[config.mk]
export PLATFORM = sky130hd
export DESIGN_NAME = lw_sram
export DESIGN_NICKNAME = d
export VERILOG_FILES = /design/src/rtl/lw_sram_pkg.sv /design/src/rtl/lw_sram_burst.sv /design/src/rtl/lw_sram_doze.sv /design/src/rtl/lw_sram_array.sv /design/src/rtl/lw_sram.sv
export SDC_FILE = /design/constraint.sdc
export NUM_CORES = 1
export LEC_CHECK = 0
export ABC_AREA = 1
export CORE_ASPECT_RATIO = 0.5
export CORE_MARGIN = 5
export CORE_UTILIZATION = 40
export DETAILED_ROUTE_END_ITERATION = 12
export PLACE_DENSITY = 0.56
export SYNTH_ARGS = -nofsm -noshare
export SYNTH_HDL_FRONTEND = slang
export SYNTH_SLANG_ARGS = --single-unit
[constraint.sdc]
create_clock -name clk -period 4.3 [get_ports clk]
set_input_delay 0.86 -clock clk [delete_from_list [all_inputs] [get_ports clk]]
set_output_delay 0.86 -clock clk [all_outputs]
set_load 0.02 [all_outputs]
[src/rtl/lw_sram_pkg.sv]
package lw_sram_pkg;

    localparam int unsigned LW_ADDR_W  = 4;
    localparam int unsigned LW_LANES   = 2;
    localparam int unsigned LW_LANE_W  = 9;
    localparam int unsigned LW_BURST_W = 2;
    localparam int unsigned LW_DATA_W  = LW_LANES * LW_LANE_W;
    localparam int unsigned LW_DEPTH   = 1 << LW_ADDR_W;

    typedef logic [LW_ADDR_W-1:0]  addr_t;
    typedef logic [LW_DATA_W-1:0]  data_t;
    typedef logic [LW_LANES-1:0]   be_t;
    typedef logic [LW_BURST_W-1:0] beat_t;

    typedef enum logic [1:0] {
        OP_NONE = 2'd0,
        OP_RD   = 2'd1,
        OP_WR   = 2'd2
    } op_e;

    // One accepted access travelling down the data pipeline
    typedef struct packed {
        logic  rd;
        logic  wr;
        addr_t addr;
        be_t   be;
    } cmd_t;

    // Address of a burst beat: upper bits kept, low bits stepped
    function automatic addr_t beat_addr(addr_t base, beat_t step, logic ilv);
        beat_t lo;
        if (ilv) begin
            lo = base[LW_BURST_W-1:0] ^ step;
        end else begin
            lo = beat_t'(base[LW_BURST_W-1:0] + step);
        end
        return {base[LW_ADDR_W-1:LW_BURST_W], lo};
    endfunction

endpackage

[src/rtl/lw_sram_burst.sv]
module lw_sram_burst
    import lw_sram_pkg::*;
(
    input  logic  clk,
    input  logic  rst_n,
    input  logic  clk_en,
    input  logic  block,
    input  logic  sel,
    input  logic  we,
    input  logic  adv,
    input  logic  ilv,
    input  be_t   be,
    input  addr_t addr,
    output cmd_t  cmd
);

    typedef struct packed {
        addr_t base;
        beat_t step;
        op_e   last;
    } seq_t;

    seq_t  seq_q, seq_d;
    beat_t step_nx;
    addr_t beat_a;

    assign step_nx = seq_q.step + beat_t'(1);
    assign beat_a  = beat_addr(seq_q.base, step_nx, ilv);

    always_comb begin
        seq_d = seq_q;
        cmd   = '0;
        if (!block) begin
            if (!adv) begin
                if (sel) begin
                    seq_d.base = addr;
                    seq_d.step = '0;
                    seq_d.last = we ? OP_WR : OP_RD;
                    cmd.addr   = addr;
                    cmd.be     = be;
                    cmd.rd     = !we;
                    cmd.wr     = we && (|be);
                end else begin
                    seq_d.last = OP_NONE;
                end
            end else if (seq_q.last != OP_NONE) begin
                seq_d.step = step_nx;
                cmd.addr   = beat_a;
                cmd.be     = be;
                cmd.rd     = (seq_q.last == OP_RD);
                cmd.wr     = (seq_q.last == OP_WR) && (|be);
            end
        end
    end

    always_ff @(posedge clk or negedge rst_n) begin
        if (!rst_n) begin
            seq_q <= '{base: '0, step: '0, last: OP_NONE};
        end else if (clk_en) begin
            seq_q <= seq_d;
        end
    end

    // Every live advance steps the beat index by exactly one
    p_burst_step_r9: assert property (@(posedge clk) disable iff (!rst_n)
        (clk_en && !block && adv && seq_q.last != OP_NONE)
        |=> (seq_q.step == beat_t'($past(seq_q.step) + beat_t'(1))));

    // A frozen clock leaves the burst state untouched
    p_burst_hold_r10: assert property (@(posedge clk) disable iff (!rst_n)
        !clk_en |=> $stable(seq_q));

endmodule

[src/rtl/lw_sram_doze.sv]
module lw_sram_doze (
    input  logic clk,
    input  logic rst_n,
    input  logic sleep,
    output logic asleep
);

    typedef struct packed {
        logic seen;
        logic down;
    } doze_t;

    doze_t doze_q, doze_d;

    always_comb begin
        doze_d.seen = sleep;
        doze_d.down = doze_q.seen;
    end

    always_ff @(posedge clk or negedge rst_n) begin
        if (!rst_n) begin
            doze_q <= '0;
        end else begin
            doze_q <= doze_d;
        end
    end

    assign asleep = doze_q.down;

    p_sleep_enter_r11: assert property (@(posedge clk) disable iff (!rst_n)
        $rose(asleep) |-> $past(sleep, 2));

    p_sleep_exit_r11: assert property (@(posedge clk) disable iff (!rst_n)
        $fell(asleep) |-> !$past(sleep, 2));

endmodule

[src/rtl/lw_sram_array.sv]
module lw_sram_array
    import lw_sram_pkg::*;
(
    input  logic  clk,
    input  logic  wen,
    input  addr_t waddr,
    input  be_t   wbe,
    input  data_t wdata,
    input  addr_t raddr,
    output data_t rdata
);

    for (genvar g = 0; g < LW_LANES; g++) begin : g_lane
        logic [LW_LANE_W-1:0] mem [LW_DEPTH];

        always_ff @(posedge clk) begin
            if (wen && wbe[g]) begin
                mem[waddr] <= wdata[g*LW_LANE_W +: LW_LANE_W];
            end
        end

        assign rdata[g*LW_LANE_W +: LW_LANE_W] = mem[raddr];
    end

endmodule

[src/rtl/lw_sram.sv]
module lw_sram
    import lw_sram_pkg::*;
(
    input  logic                 clk,
    input  logic                 rst_n,
    input  logic                 clk_en,
    input  logic                 ce1,
    input  logic                 ce2,
    input  logic                 ce3,
    input  logic                 we,
    input  logic                 adv_ld,
    input  logic [LW_LANES-1:0]  byte_en,
    input  logic [LW_ADDR_W-1:0] addr,
    input  logic [LW_DATA_W-1:0] wdata,
    input  logic                 flow_mode,
    input  logic                 burst_ilv,
    input  logic                 oe,
    input  logic                 sleep,
    output logic [LW_DATA_W-1:0] rdata,
    output logic                 rdata_en
);

    typedef struct packed {
        cmd_t  st1;     // accepted on the last enabled edge
        cmd_t  st2;     // one enabled edge older (pipelined timing only)
        data_t rd2;     // early array read for st2 (pipelined timing only)
        data_t out;     // output register
        logic  out_vld;
    } pipe_t;

    pipe_t pipe_q, pipe_d;
    logic  asleep;
    logic  selected;
    cmd_t  cmd_new;
    cmd_t  wr_st;
    logic  arr_we;
    data_t arr_rd;
    data_t merged;

    assign selected = ce1 && ce2 && ce3;

    lw_sram_doze u_doze (
        .clk    (clk),
        .rst_n  (rst_n),
        .sleep  (sleep),
        .asleep (asleep)
    );

    lw_sram_burst u_burst (
        .clk    (clk),
        .rst_n  (rst_n),
        .clk_en (clk_en),
        .block  (asleep),
        .sel    (selected),
        .we     (we),
        .adv    (adv_ld),
        .ilv    (burst_ilv),
        .be     (byte_en),
        .addr   (addr),
        .cmd    (cmd_new)
    );

    // The write commits at the edge where its late data is on wdata
    assign wr_st  = flow_mode ? pipe_q.st1 : pipe_q.st2;
    assign arr_we = clk_en && wr_st.wr;

    lw_sram_array u_array (
        .clk   (clk),
        .wen   (arr_we),
        .waddr (wr_st.addr),
        .wbe   (wr_st.be),
        .wdata (wdata),
        .raddr (pipe_q.st1.addr),
        .rdata (arr_rd)
    );

    always_comb begin
        pipe_d = pipe_q;

        // Forward lanes of the write committing on this same edge
        for (int i = 0; i < LW_LANES; i++) begin
            if (pipe_q.st2.wr && pipe_q.st2.be[i]
                && (pipe_q.st2.addr == pipe_q.st1.addr)) begin
                merged[i*LW_LANE_W +: LW_LANE_W] = wdata[i*LW_LANE_W +: LW_LANE_W];
            end else begin
                merged[i*LW_LANE_W +: LW_LANE_W] = arr_rd[i*LW_LANE_W +: LW_LANE_W];
            end
        end

        if (clk_en) begin
            pipe_d.st1 = cmd_new;
            if (flow_mode) begin
                pipe_d.st2     = '0;
                pipe_d.rd2     = '0;
                pipe_d.out     = arr_rd;
                pipe_d.out_vld = pipe_q.st1.rd;
            end else begin
                pipe_d.st2     = pipe_q.st1;
                pipe_d.rd2     = merged;
                pipe_d.out     = pipe_q.rd2;
                pipe_d.out_vld = pipe_q.st2.rd;
            end
        end
    end

    always_ff @(posedge clk or negedge rst_n) begin
        if (!rst_n) begin
            pipe_q <= '0;
        end else begin
            pipe_q <= pipe_d;
        end
    end

    assign rdata_en = oe && pipe_q.out_vld && !asleep;
    assign rdata    = rdata_en ? pipe_q.out : '0;

    p_stall_hold_r10: assert property (@(posedge clk) disable iff (!rst_n)
        !clk_en |=> $stable(pipe_q));

    p_drive_gate_r12: assert property (@(posedge clk) disable iff (!rst_n)
        rdata_en |-> (oe && !asleep));

    p_sleep_block_r11: assert property (@(posedge clk) disable iff (!rst_n)
        (clk_en && asleep) |=> !(pipe_q.st1.rd || pipe_q.st1.wr));

    p_deselect_r7: assert property (@(posedge clk) disable iff (!rst_n)
        (clk_en && !asleep && !adv_ld && !selected)
        |=> !(pipe_q.st1.rd || pipe_q.st1.wr));

    p_pipe_read_r2: assert property (@(posedge clk) disable iff (!rst_n)
        (clk_en && !flow_mode && pipe_q.st2.rd) |=> pipe_q.out_vld);

    p_pipe_write_r2: assert property (@(posedge clk) disable iff (!rst_n)
        (clk_en && !flow_mode && pipe_q.st1.wr) |=> pipe_q.st2.wr);

    p_flow_read_r3: assert property (@(posedge clk) disable iff (!rst_n)
        (clk_en && flow_mode && pipe_q.st1.rd) |=> pipe_q.out_vld);

endmodule

== After elaboration in Yosys (flattened, before gate mapping) ==
Memory sizes are Yosys's and may differ from the RTL's.
Cells that the tools add are included.
Operators by class
  $add $sub $neg: 2
  eq/ne operators: 4
  multiplexer cells: 19
  bitwise operators: 3
  reductions and logical operators: 21
Operator list (number)
  $mux 45: 1
  $mux 8: 4
  $mux 18: 1
  $mux 9: 2
  $logic_and 1x1->1: 13
  $mux 2: 6
  $reduce_and 4->1: 2
  $mux 7: 1
  $eq 4x4->1: 1
  $mux 1: 4
  $reduce_bool 2->1: 2
  $reduce_and 3->1: 1
  $add 2x1->2 const B: 1
  $add 2x2->2: 1
  $eq 2x1->1 const B: 1
  $eq 2x2->1 const B: 1
  $logic_not 1->1: 2
  $ne 2x1->1 const B: 1
  $not 1->1: 2
  $reduce_or 2->1: 1
  $xor 2x2->2: 1
Storage, ports and cells
  bits in registers: 63
  RAM bits: 288
  logic and storage cells: 67
  memories: 2
Memory list
  u_array.g_lane[0].mem: words 16, bits a word 9, rd ports 1, clocked after memory_dff 0, write ports 1, RTL line lw_sram_array.sv:14  | logic [LW_LANE_W-1:0] mem [LW_DEPTH];
  u_array.g_lane[1].mem: words 16, bits a word 9, rd ports 1, clocked after memory_dff 0, write ports 1, RTL line lw_sram_array.sv:14

== Longest topological paths before layout ==
  depth after elaboration: 6
  mapped depth: 11

== Cells and area by module ==
Synthesis repeated with hierarchy kept, for this count alone.
Second synthesis, totals
  cells, all modules: 1686
  area, all modules: 15940.3 um^2
By module, submodules not included
  lw_sram_array: instances 1, cells each 1224, area an instance 12539.5 um^2
  lw_sram: instances 1, cells each 375, area an instance 2793.9 um^2
  lw_sram_burst: instances 1, cells each 85, area an instance 556.8 um^2
  lw_sram_doze: instances 1, cells each 2, area an instance 50.0 um^2

== Worst setup path before layout ==
OpenSTA, ideal clock, no wires.
  path type: input port to output port
  start point: input oe
  end point: output rdata[10]
  arrival: 1.617 ns
  required time: 3.440 ns
  slack: 1.823 ns
  stages on the path: 3
  path buffers: 1
  path through: nand3_1 clkbuf_1 nor2_1
On the way
  cells in the longest elaborated chain, start to end: 3
Ends and longest elaborated chain
  start: declaration: RTL line lw_sram.sv:17  | input logic oe,
  $logic_and 1x1->1 (2 in a row): RTL line lw_sram.sv:114  | assign rdata_en = oe && pipe_q.out_vld && !asleep;
  $mux 18: RTL line lw_sram.sv:115  | assign rdata = rdata_en ? pipe_q.out : '0;
  end: declaration: RTL line lw_sram.sv:19  | output logic [LW_DATA_W-1:0] rdata,
No other way between the ends.

== Worst setup path in the final report ==
  start point: input oe
  end point: output rdata[5]
The elaborated chain is that of the path after synthesis.

==> metrics <==
status complete, no violations; Period Utilization, post-route between 70% and 80%; Die X 289 um; hold path start u_doze.doze_d[0]; placed cell area ~17,000 um2; # diodes 0; CTS tree built; die area roughly 43,000 um2; drt drc 0; VDD IR max 0.276 mV; routability cong. 0.835; Max Cap Viol 0; Worst EP arrival about 2.4 ns; 1st-iter DRT viols roughly 1,200; Slew @ Worst Pin roughly 1.1 ns; synth warn 0; hpwl dp around 25 mm; final std cells w/o fill about 2,200; Pwr Density between 400 and 500 nW/um2; vias in the first global route 10,100; Synth Area in Adders 0.0806%; syn_nets roughly 1,700; setup slack, reg-to-reg between 1.5 and 2 ns; CP required roughly 3.4 ns; most frequent cells in the layout 591 x nand2_1, 288 x edfxtp_1, 229 x inv_1, 204 x nand3_1, 99 x nor2_1; post-synthesis xor/xnor area fraction less than 1%; Setup Buffers After CTS 0; critical path startpoint category input port; static leakage 7.60 nW; Syn Inst Count around 1,600; CTS resizes 0; vias post-DR about 11,000; # IOs between 50 and 60; hold depth 0; clock sinks 351; Mapped Area between 15,000 and 20,000 um2; initial antenna violation count 0; critical path's slowest cell clkdlybuf4s50_1; Setup CP Type input port to output pin; total CTS buffers 35; multi-input logic area a little over 4000 um2; slew margin rel. around 29%; DRT Pass-1 Iters 8; Max Slew Vio Count 0; Hold Path Sink u_doze.asleep; area leader, netlist edfxtp_1; H-tree levels 2; sequential share of the synthesized area between 60 and 70%; NumNets Final about 1,700; root buffer cell clkbuf_16; commonest non-fill, non-tap cell in the layout nand2_1; final instance area about 18,000 um2; Hold Fails Final Rpt 0; CORE AREA around 39,000 um2; Clk pin slew, worst setup/hold paths ~0.06 ns; DP Cell Count 2,170; Compound-Gate Fraction of Synth Area 2.11%; input/output buffers 54; P&R area growth vs syn 14.4%; total track usage between 10% and 20%; worst skew pair latency roughly 0.54 ns; Hold WC Path Type flip-flop to flip-flop; Reg2Reg Depth 6; Setup TNS 0 ns; ANT nets after route 0; CTS Buffer Depth 3; Site Rows 51; crit path cell chain clkdlybuf4s50_1 > nand3_1 > buf_4 > nor2_1 > clkdlybuf4s50_1; area share of and/or/nand/nor cells after synthesis about a quarter; layout cells sized above 1 under 10%; RR Endpoint u_array.g_lane[0].mem[13][4]; slowest stage delay, CP ~0.61 ns; post-layout minimum cycle time about 3.2 ns; WL final around 40 mm; critical path fanouts, max 19; RSZ-0062 raised after global routing no; cts hold-fix bufs 0; Die Y around 150 um; total power between 7 and 8 mW; largest family of logic cells by synthesized area simple AND/OR/NAND/NOR gates; top cell type's share of synthesized area 55.7%; Clock Skew approximately 0.015 ns; largest net degree at the start of global routing between 100 and 150; most used cell, CP clkdlybuf4s50_1; Overflow after GRT 0; mux share of post-synthesis cell area 0.145%; Max Clock Freq ~310 MHz; hold slack 0.350 ns; Distinct cells, synth 26; CP endpoint kind output pin; Layout fillers between 3,000 and 4,000; final setup fails 0; synthesis-stage register bit count 351; Post-Syn Area per Cell 9.52 um2; first-pass GRT wire length about 63 mm; WL/cell 18.0 um; Area contributors post-synth edfxtp_1 56%, nand2_1 14%, dfrtp_1 10%; vias per inst ~4.8; register area ~10,000 um2; starting density of the core about 40%; RR Startpoint pipe_q[47]
[where the power goes]
| part | internal, mW | switching (mW) |
|---|---|---|
| Clock | 1.68 | 1.28 |
| Combinational | 0.274 | 0.644 |
| Sequential | 3.77 | 0.0677 |
[layout make-up]
class | instances | area share, %
inverters | 235 | 4.98
multi-input cells | 965 | 23.0
well taps | 530 | 3.73
flip-flops and latches | 351 | 57.6
clock buffers | 47 | 5.34
clock inverters | 13 | 0.775
repair buffers | 89 | 4.57
[sequential cells by signal, summed over array words and instances (netlist names)]
signal,flops
u_doze.asleep,1
u_array.g_lane.mem,288
u_doze.doze_d,1
u_burst.beat_a,2
pipe_q,53
u_burst.seq_q,6
[per-layer routing]
layer  global-route usage [%]  wire (um)
met1                     31.5      20800
met4                     3.61        500
met3                     3.47       3060
met5                        0          0
met2                     25.9      15800
[cell families after synthesis]
group / after synthesis
compound gates: 55
flops: 351
mux: 2
xor+xnor: 6
buf+inv: 313
fa+ha+maj: 1
simple gates: 901
[synth_stat cells, drive strengths merged]
cell type  instances
nand2            593
inv              234
mux2               2
buf               49
dfrtp             63
or2                1
o221ai             2
nand3            206
edfxtp           288
o21ai             22
ha                 1
o22ai             28
clkbuf            29
a21oi              2
xnor2              1
xor2               5
o2111ai            1
clkinv             1
nor2             101
[worst max-delay path, delay by kind of cell]
family | cells | cell delay (ns)
buffers and inverters | 3 | 1.28
and+or+nand+nor | 2 | 0.19
[worst max-delay path by stage]
stage,from,end,slack (ns),cells after the start
final,oe,rdata[5],1.09,5
after global routing,oe,rdata[17],1.01,5
after CTS,oe,rdata[17],1.07,5
after detailed placement,flow_mode,u_array.g_lane[0].mem[13][2],0.77,6
after global placement,flow_mode,u_array.g_lane[0].mem[12][0],0.80,6
after floorplan,oe,rdata[10],1.82,3
[per-stage QoR]
step	utilization [%]	setup WS, ns
floorplan	-	1.82
global placement	43.2	0.796
detailed placement	43.2	0.768
CTS	46.0	1.07
global route	46.0	1.01
finish	46.0	1.09
Power figures use the tool's default switching activity.
